<file path="src/rtl/dif_butterfly.sv">
module dif_butterfly #(
  parameter int DW       = 8,
  parameter int TW       = 8,
  parameter int EW       = 4,
  parameter int EXP_INIT = 0
) (
  input  logic                 clk,
  input  logic                 rst_n,
  input  logic                 in_valid,
  input  logic                 pass_start,
  input  logic                 xform_start,
  input  logic signed [DW-1:0] x0_re,
  input  logic signed [DW-1:0] x0_im,
  input  logic signed [DW-1:0] x1_re,
  input  logic signed [DW-1:0] x1_im,
  input  logic signed [TW-1:0] tw_re,
  input  logic signed [TW-1:0] tw_im,
  output logic                 out_valid,
  output logic signed [DW-1:0] y0_re,
  output logic signed [DW-1:0] y0_im,
  output logic signed [DW-1:0] y1_re,
  output logic signed [DW-1:0] y1_im,
  output logic [EW-1:0]        exponent
);

  localparam int SW = DW + 1;
  localparam int PW = SW + TW + 1;
  localparam logic signed [PW-1:0] MAXV = PW'((2 ** (DW - 1)) - 1);
  localparam logic signed [PW-1:0] MINV = PW'(-(2 ** (DW - 1)));
  localparam logic signed [PW-1:0] RND  = PW'(2 ** (TW - 2));

  function automatic logic signed [DW-1:0] clip(input logic signed [PW-1:0] v);
    if (v > MAXV)      return MAXV[DW-1:0];
    else if (v < MINV) return MINV[DW-1:0];
    else               return v[DW-1:0];
  endfunction

  function automatic logic outside(input logic signed [PW-1:0] v);
    return (v > MAXV) || (v < MINV);
  endfunction

  logic scale, ovf_acc, next_scale, s_eff;
  assign next_scale = xform_start ? 1'b0 : ovf_acc;
  assign s_eff      = pass_start ? next_scale : scale;

  logic signed [DW-1:0] a0r, a0i, a1r, a1i;
  assign a0r = s_eff ? (x0_re >>> 1) : x0_re;
  assign a0i = s_eff ? (x0_im >>> 1) : x0_im;
  assign a1r = s_eff ? (x1_re >>> 1) : x1_re;
  assign a1i = s_eff ? (x1_im >>> 1) : x1_im;

  logic                 v1, v2;
  logic signed [SW-1:0] sum_re1, sum_im1, dif_re1, dif_im1, sum_re2, sum_im2;
  logic signed [TW-1:0] twr1, twi1;
  logic signed [PW-1:0] pr2, pi2;

  logic signed [PW-1:0] p_re, p_im, r_re, r_im, e_re, e_im;
  assign p_re = PW'(dif_im1) * PW'(twi1) - PW'(dif_re1) * PW'(twr1);
  assign p_im = -(PW'(dif_re1) * PW'(twi1) + PW'(dif_im1) * PW'(twr1));
  assign r_re = (pr2 + RND) >>> (TW - 1);
  assign r_im = (pi2 + RND) >>> (TW - 1);
  assign e_re = PW'(sum_re2);
  assign e_im = PW'(sum_im2);

  logic ovf_any;
  assign ovf_any = outside(e_re) | outside(e_im) | outside(r_re) | outside(r_im);

  always_ff @(posedge clk or negedge rst_n) begin
    if (!rst_n) begin
      v1 <= 1'b0; v2 <= 1'b0; out_valid <= 1'b0;
      sum_re1 <= '0; sum_im1 <= '0; dif_re1 <= '0; dif_im1 <= '0;
      twr1 <= '0; twi1 <= '0;
      sum_re2 <= '0; sum_im2 <= '0; pr2 <= '0; pi2 <= '0;
      y0_re <= '0; y0_im <= '0; y1_re <= '0; y1_im <= '0;
      scale <= 1'b0; ovf_acc <= 1'b0;
      exponent <= EW'(EXP_INIT);
    end else begin
      v1 <= in_valid;
      if (in_valid) begin
        sum_re1 <= SW'(a0r) + SW'(a1r);
        sum_im1 <= SW'(a0i) + SW'(a1i);
        dif_re1 <= SW'(a0r) - SW'(a1r);
        dif_im1 <= SW'(a0i) - SW'(a1i);
        twr1    <= tw_re;
        twi1    <= tw_im;
      end
      v2 <= v1;
      if (v1) begin
        sum_re2 <= sum_re1;
        sum_im2 <= sum_im1;
        pr2     <= p_re;
        pi2     <= p_im;
      end
      out_valid <= v2;
      if (v2) begin
        y0_re <= clip(e_re);
        y0_im <= clip(e_im);
        y1_re <= clip(r_re);
        y1_im <= clip(r_im);
      end
      if (pass_start) begin
        scale    <= next_scale;
        exponent <= xform_start ? EW'(EXP_INIT) : exponent + EW'(next_scale);
        ovf_acc  <= 1'b0;
      end else if (v2 && ovf_any) begin
        ovf_acc  <= 1'b1;
      end
    end
  end

  assert_latency_R2: assert property (@(posedge clk) disable iff (!rst_n)
    in_valid |-> ##3 out_valid);

  assert_drained_R11: assert property (@(posedge clk) disable iff (!rst_n)
    pass_start |-> (!v1 && !v2));

  assert_exp_stable_R11: assert property (@(posedge clk) disable iff (!rst_n)
    !pass_start |=> $stable(exponent));

  assert_exp_step_R7: assert property (@(posedge clk) disable iff (!rst_n)
    (pass_start && !xform_start) |=> (EW'(exponent - $past(exponent)) <= EW'(1)));

  assert_exp_init_R9: assert property (@(posedge clk) disable iff (!rst_n)
    (pass_start && xform_start) |=> (exponent == EW'(EXP_INIT)));

  assert_hold_R10: assert property (@(posedge clk) disable iff (!rst_n)
    !out_valid |-> ($stable(y0_re) && $stable(y0_im) && $stable(y1_re) && $stable(y1_im)));

  assert_ovf_valid_R10: assert property (@(posedge clk) disable iff (!rst_n)
    $rose(ovf_acc) |-> out_valid);

endmodule

</file>
<file path="config.mk">
export PLATFORM = sky130hd
export DESIGN_NAME = dif_butterfly
export DESIGN_NICKNAME = d
export VERILOG_FILES = /design/src/rtl/dif_butterfly.sv
export SDC_FILE = /design/constraint.sdc
export NUM_CORES = 1
export LEC_CHECK = 0
export ABC_AREA = 1
export BUFFER_PORTS_ARGS = -buffer_cell sky130_fd_sc_hd__buf_2
export CAP_MARGIN = 40
export CORE_ASPECT_RATIO = 1.5
export CORE_UTILIZATION = 39
export DETAILED_ROUTE_END_ITERATION = 6
export GPL_TIMING_DRIVEN = 0
export PLACE_DENSITY = 0.6
export SLEW_MARGIN = 40
export SYNTH_ARGS = -nofsm -noshare
export SYNTH_HDL_FRONTEND = slang
export SYNTH_SLANG_ARGS = --single-unit
export TNS_END_PERCENT = 30
</file>
<file path="constraint.sdc">
create_clock -name clk -period 13.85 [get_ports clk]
set_input_delay 2.77 -clock clk [delete_from_list [all_inputs] [get_ports clk]]
set_output_delay 2.77 -clock clk [all_outputs]
set_load 0.05 [all_outputs]
</file>
==> Word level (Yosys, flattened, before mapping) <==
Index checks and enable logic that the tools add are counted.
{ "classes": {"eq_ne": 0, "n_reduce_logical": 6, "n_bitwise": 3, "n_div": 0, "mul": 4, "addsub": 10, "mux": 17, "shifts": 0, "order_cmp": 8} }
{ "op_table": {"columns": ["cell", "count"], "rows": [
  ["multiplier 9 x 8 -> 17 bit", 4],
  ["2-to-1 mux 8 bit", 8],
  ["adder 18 x 8 -> 18 bit, second input constant", 2],
  ["2-to-1 mux 7 bit", 4],
  ["> comparator 11 x 8 -> 1 bit, second input constant", 2],
  ["< comparator 11 x 8 -> 1 bit, second input constant", 2],
  ["adder 17 x 17 -> 18 bit", 1],
  ["adder 8 x 8 -> 9 bit", 2],
  ["> comparator 9 x 8 -> 1 bit, second input constant", 2],
  ["< comparator 9 x 8 -> 1 bit, second input constant", 2],
  ["negator 18 bit", 1],
  ["subtractor 17 x 17 -> 18 bit", 1],
  ["subtractor 8 x 8 -> 9 bit", 2],
  ["adder 4 x 1 -> 4 bit", 1],
  ["logical OR 1 bit", 4],
  ["2-to-1 mux 1 bit", 4],
  ["2-to-1 mux 4 bit", 1],
  ["bitwise OR 1 bit", 3],
  ["nonzero test 2 bit", 1],
  ["logical AND 1 bit", 1]
]} }
{ "totals": {"elab_cells": 68, "mem_bits_rw": 0, "reg_bits": 147, "latchBits": 0, "mem_count": 0, "out_inout_bits": 37, "inputBits": 53, "romBits": 0} }

==> Depth between registers and ports, before layout <==
{ "logic_depth": {"word_depth": 8, "mapped_depth": 27, "depth_no_buf": 25} }

==> Worst setup path before layout <==
Ideal clock, no wire load.
{ "synth_path": {"path_kind": "register to register", "start": "register twi1[2]", "end": "register pr2[13]", "setup_slack_ns": 8.428, "stages_incl_launch_ff": 22, "required_ns": 13.732, "path_buffers": 2, "setup_ns": 0.118, "synth_period_minus_slack_ns": 5.422, "arrival_time_ns": 5.304, "path_cell_list": "dfrtp_1 clkbuf_1 buf_1 nand2_1 fa_1 fa_1 fa_1 inv_1 fa_1 fa_1 inv_1 fa_1 inv_1 ha_1 a21oi_1 a21boi_0 nor2_1 nor2_1 nand2_1 or2_2 nand3_1 nand2_1"} }
{ "synth_between": {"elab_chain_cells": 2} }
{ "synth_lines": {"columns": ["element", "line", "text"], "rows": [
  ["start, declared", "54", "logic signed [TW-1:0] twr1, twi1;"],
  ["start signal, assigned", "85", "twi1 <= tw_im;"],
  ["multiplier 9 x 8 -> 17 bit", "58", "assign p_re = PW'(dif_im1) * PW'(twi1) - PW'(dif_re1) * PW'(twr1);"],
  ["subtractor 17 x 17 -> 18 bit", "58", null],
  ["end signal, assigned", "91", "pr2 <= p_re;"],
  ["end, declared", "55", "logic signed [PW-1:0] pr2, pi2;"]
]} }
No other way between the ends.
A chain may end at the register's enable or synchronous reset.

==> Worst setup path in the final report <==
{ "layout_path": {"start": "register twi1[5]", "end": "register pi2[17]"} }
{ "layout_between": {"elab_chain_cells": 3} }
{ "layout_lines": {"columns": ["element", "line", "text"], "rows": [
  ["multiplier 9 x 8 -> 17 bit", "59", "assign p_im = -(PW'(dif_re1) * PW'(twi1) + PW'(dif_im1) * PW'(twr1));"],
  ["adder 17 x 17 -> 18 bit", "59", null],
  ["negator 18 bit", "59", null],
  ["end signal, assigned", "92", "pi2 <= p_im;"],
  ["end, declared", "55", null]
]} }
No other way between the ends.

==> impl_metrics.env <==
export IMPL_critPathMostFrequentCell="sky130_fd_sc_hd__fa_1"
export IMPL_outcome="completed"
export IMPL_buffer_ports_inserted=89
export IMPL_average_detailed_routed_wire_length_per_instance_um=16.2
export IMPL_post_route_worst_setup_slack_ns=7.32
export IMPL_postSynthNetCount=3024
export IMPL_whs_ns=0.435
export IMPL_clock_sink_count=133
export IMPL_firstDrtPassIters=7
export IMPL_vias=15700
export IMPL_yosys_warnings=0
export IMPL_clock_latency_ns=0.46
export IMPL_fin_skew_ns=0.0248
export IMPL_cts_reportedPaths_clkPinSlew_ns=0.07
export IMPL_area_growth_synth_to_final_pct=10.1
export IMPL_seqCellArea_mm2=0.00333
export IMPL_unrepaired_setup_endpoints_after_global_routing="false"
export IMPL_timing_reg2reg_worst_path_depth=22
export IMPL_gr_usage_all_layers_pct=22.1
export IMPL_ctsLongestPathBuffers=2
export IMPL_ys_ff_latch=133
export IMPL_first_iter_violations=870
export IMPL_syn_cell_area_mm2=0.0194
export IMPL_final_cell_mix="sky130_fd_sc_hd__inv_1, sky130_fd_sc_hd__nand2_1, sky130_fd_sc_hd__fa_1"
export IMPL_final_min_clock_period_ns=6.53
export IMPL_timing_setup_critical_path_class="reg -> reg"
export IMPL_timing_critical_path_from="twi1[5]"
export IMPL_placement_setup_worst_slack_ns=7.39
export IMPL_netlist_instances=2508
export IMPL_post_route_cells_drive_above_1_share_pct=6.92
export IMPL_final_common_cell="sky130_fd_sc_hd__inv_1"
export IMPL_final_max_slew_viol_count=0
export IMPL_critPathTopFamily="adder cells"
export IMPL_met2_usage_pct=40.8
export IMPL_global_route_usage_met1_pct=25.7
export IMPL_startpoint_of_the_most_critical_register_to_register_path="twi1[5]"
export IMPL_area_of_the_multi_input_gates_mm2=0.0132
export IMPL_drcViolationCount=0
export IMPL_grt_pass1_vias=16100
export IMPL_gp_congestion=0.915
export IMPL_grt_start_max_net_pins=48
export IMPL_antenna_violating_nets_post_route=0
export IMPL_setup_violations=0
export IMPL_critical_path_arrival_ns=6.92
export IMPL_endpoint_kind="register"
export IMPL_start_kind="register"
export IMPL_detailed_place_hpwl_mm=44.2
export IMPL_coreArea_mm2=0.0489
export IMPL_pin_count=90
export IMPL_hold_viol=0
export IMPL_cts_setup_buffers=0
export IMPL_core_rowCount=99
export IMPL_fp_dieH_um=275
export IMPL_critical_path_reg2reg_endpoint="pi2[17]"
export IMPL_grt_busiest_layer="met2"
export IMPL_synthesis_area_per_instance_um2=7.74
export IMPL_cts_inserted_buffers=17
export IMPL_timing_final_crit_share_pct=47.2
export IMPL_drv_max_cap_violation_count=0
export IMPL_cts_resized_gates=0
export IMPL_cp_cell_sequence="clkbuf_1 > buf_1 > nand2_1 > fa_1 > inv_1 > fa_1 > fa_1 > inv_1 > fa_1 > fa_1 > inv_1 > fa_1 > inv_1 > ha_1 > a21oi_1 > o21ai_0 > nand2_1 > o211ai_1 > a21o_1 > nand3_1 > nand3_1 > nand2_1"
export IMPL_max_freq_ghz=0.153
export IMPL_timing_critical_path_required_ns=14.24
export IMPL_crit_slowest_cell="sky130_fd_sc_hd__clkbuf_1"
export IMPL_dieArea_mm2=0.0507
export IMPL_worst_path_max_fanout=10
export IMPL_hold_fix_buffers_cts=0
export IMPL_initial_core_util_pct=39.7
export IMPL_num_antenna_cells=0
export IMPL_per_cell_via_count_in_the_routed_design=4.78
export IMPL_fillerInstances=5003
export IMPL_ff2ff_setup_slack_ns=7.32
export IMPL_cp_slowest_stage_delay_ns=0.63
export IMPL_clk_root_buffer_cell="sky130_fd_sc_hd__clkbuf_16"
export IMPL_grt_util_met3_pct=2.45
export IMPL_grt_overflow_total=0
export IMPL_worstMarginPinSlew_ns=0.862
export IMPL_cts_max_level=4
export IMPL_number_of_gates_on_the_worst_path_with_buffers_counted=22
export IMPL_tritoncts="built"
export IMPL_synth_yosys_seq_area_share_pct=17.1
export IMPL_nNetsFinal=3134
export IMPL_grt_pass1_wl_mm=84.9
export IMPL_post_synth_num_cell_types=47
export IMPL_dieWidth_um=184
export IMPL_fin_setup_tns_ns=0
export IMPL_slew_headroom_pct=42.5
export IMPL_grt_antenna_before_repair=0
export IMPL_holdCritPathClass="reg -> reg"
export IMPL_drt_total_wl_mm=53.4
export IMPL_worstPathBufferInverterCount=6
export IMPL_worst_setup_path_endpoint="pi2[17]"
==> flip-flops by register name, summed over array words and instances, names as in the netlist <==
register and flops:
twr1 8, y0_im 8, twi1 8, v1 1, v2 1, sum_re2 9
sum_im2 9, out_valid 1, sum_re1 9, dif_re1 8, exponent 4, ovf_acc 1
y1_re 8, y1_im 8, sum_im1 9, pr2 12, scale 1, pi2 12
dif_im1 8, y0_re 8
==> per-layer routing <==
layer / share of wire (%) / vias up
met4: 3.8 / 0
met3: 4.2 / 105
li1: - / 7584
met5: 0 / -
met1: 39 / 7636
met2: 53 / 397
==> cell type report <==
type | instances | area share [%]
inverters | 665 | 11.7
clock inverters | 15 | 0.861
clock buffers | 17 | 1.99
repair buffers | 91 | 2.39
multi-input cells | 1615 | 61.9
plain buffers | 95 | 1.81
flip-flops and latches | 133 | 15.6
well taps | 656 | 3.84
==> logic make-up (layout without fill, tap and decap cells) <==
kind of cell | Yosys count | in the layout | synth area share, %
AO/OA/AOI/OAI | 220 | 220 | 6.31
XOR/XNOR | 31 | 31 | 1.40
adder cells (fa/ha/maj) | 463 | 463 | 41.3
buffers and inverters | 760 | 883 | 14.8
flip-flops | 133 | 133 | 17.1
multiplexers | 6 | 6 | 0.348
AND/OR/NAND/NOR | 895 | 895 | 18.7
==> synth_stat cells (all sizes together) <==
library cell	instances	area [um2]
a211oi	1	7.51
a21boi	1	7.51
a21o	3	22.5
a21oi	85	433
a221oi	4	35.0
a31oi	9	56.3
and2	1	6.26
and3b	1	8.76
buf	20	91.3
clkbuf	75	292
clkinv	3	11.3
dfrtp	133	3330
fa	297	5950
ha	166	2080
inv	662	2480
mux2	6	67.6
nand2	645	2440
nand3	65	325
nand3b	7	52.6
nand4	14	87.6
nor2	136	553
nor3	11	60.1
nor4	1	6.26
o211a	1	10.0
o211ai	2	15.0
o21ai	97	497
o21bai	5	41.3
o22a	6	52.6
o311ai	2	17.5
o31ai	4	30.0
or2	14	87.6
xnor2	12	105
xor2	19	166
==> how the worst min path moves through the flow <==
| stage | from | endpoint | slack (ns) | depth (start not counted) |
|---|---|---|---|---|
| 6_report | v2 | out_valid | 0.44 | 0 |
| 5_1_grt | v2 | out_valid | 0.46 | 0 |
| 4_1_cts | v2 | out_valid | 0.44 | 0 |
| 3_5_place_dp | v2 | out_valid | 0.42 | 0 |
| 3_3_place_gp | v2 | out_valid | 0.42 | 0 |
| 2_1_floorplan | v2 | out_valid | 0.41 | 0 |
==> worst reg2reg max path, delay by kind of cell, from the launching register on <==
| kind | cells | cell delay [ns] |
|---|---|---|
| adder cells (fa/ha/maj) | 7 | 3.42 |
| AND/OR/NAND/NOR | 5 | 0.54 |
| flip-flops | 1 | 0.32 |
| buffers and inverters | 6 | 1.43 |
| AO/OA/AOI/OAI | 4 | 0.74 |
==> metrics by stage <==
step	util (%)	cell area, um2	std cells
final	43.7	21400	3287
after global routing	43.7	21400	3287
after CTS	43.7	21400	3287
after detailed placement	42.4	20800	3255
after global placement	42.3	20700	3253
after floorplan	-	19400	2508
Power is not shown: default switching activity piles up to over one toggle a cycle in this logic, so the estimate is an artifact.
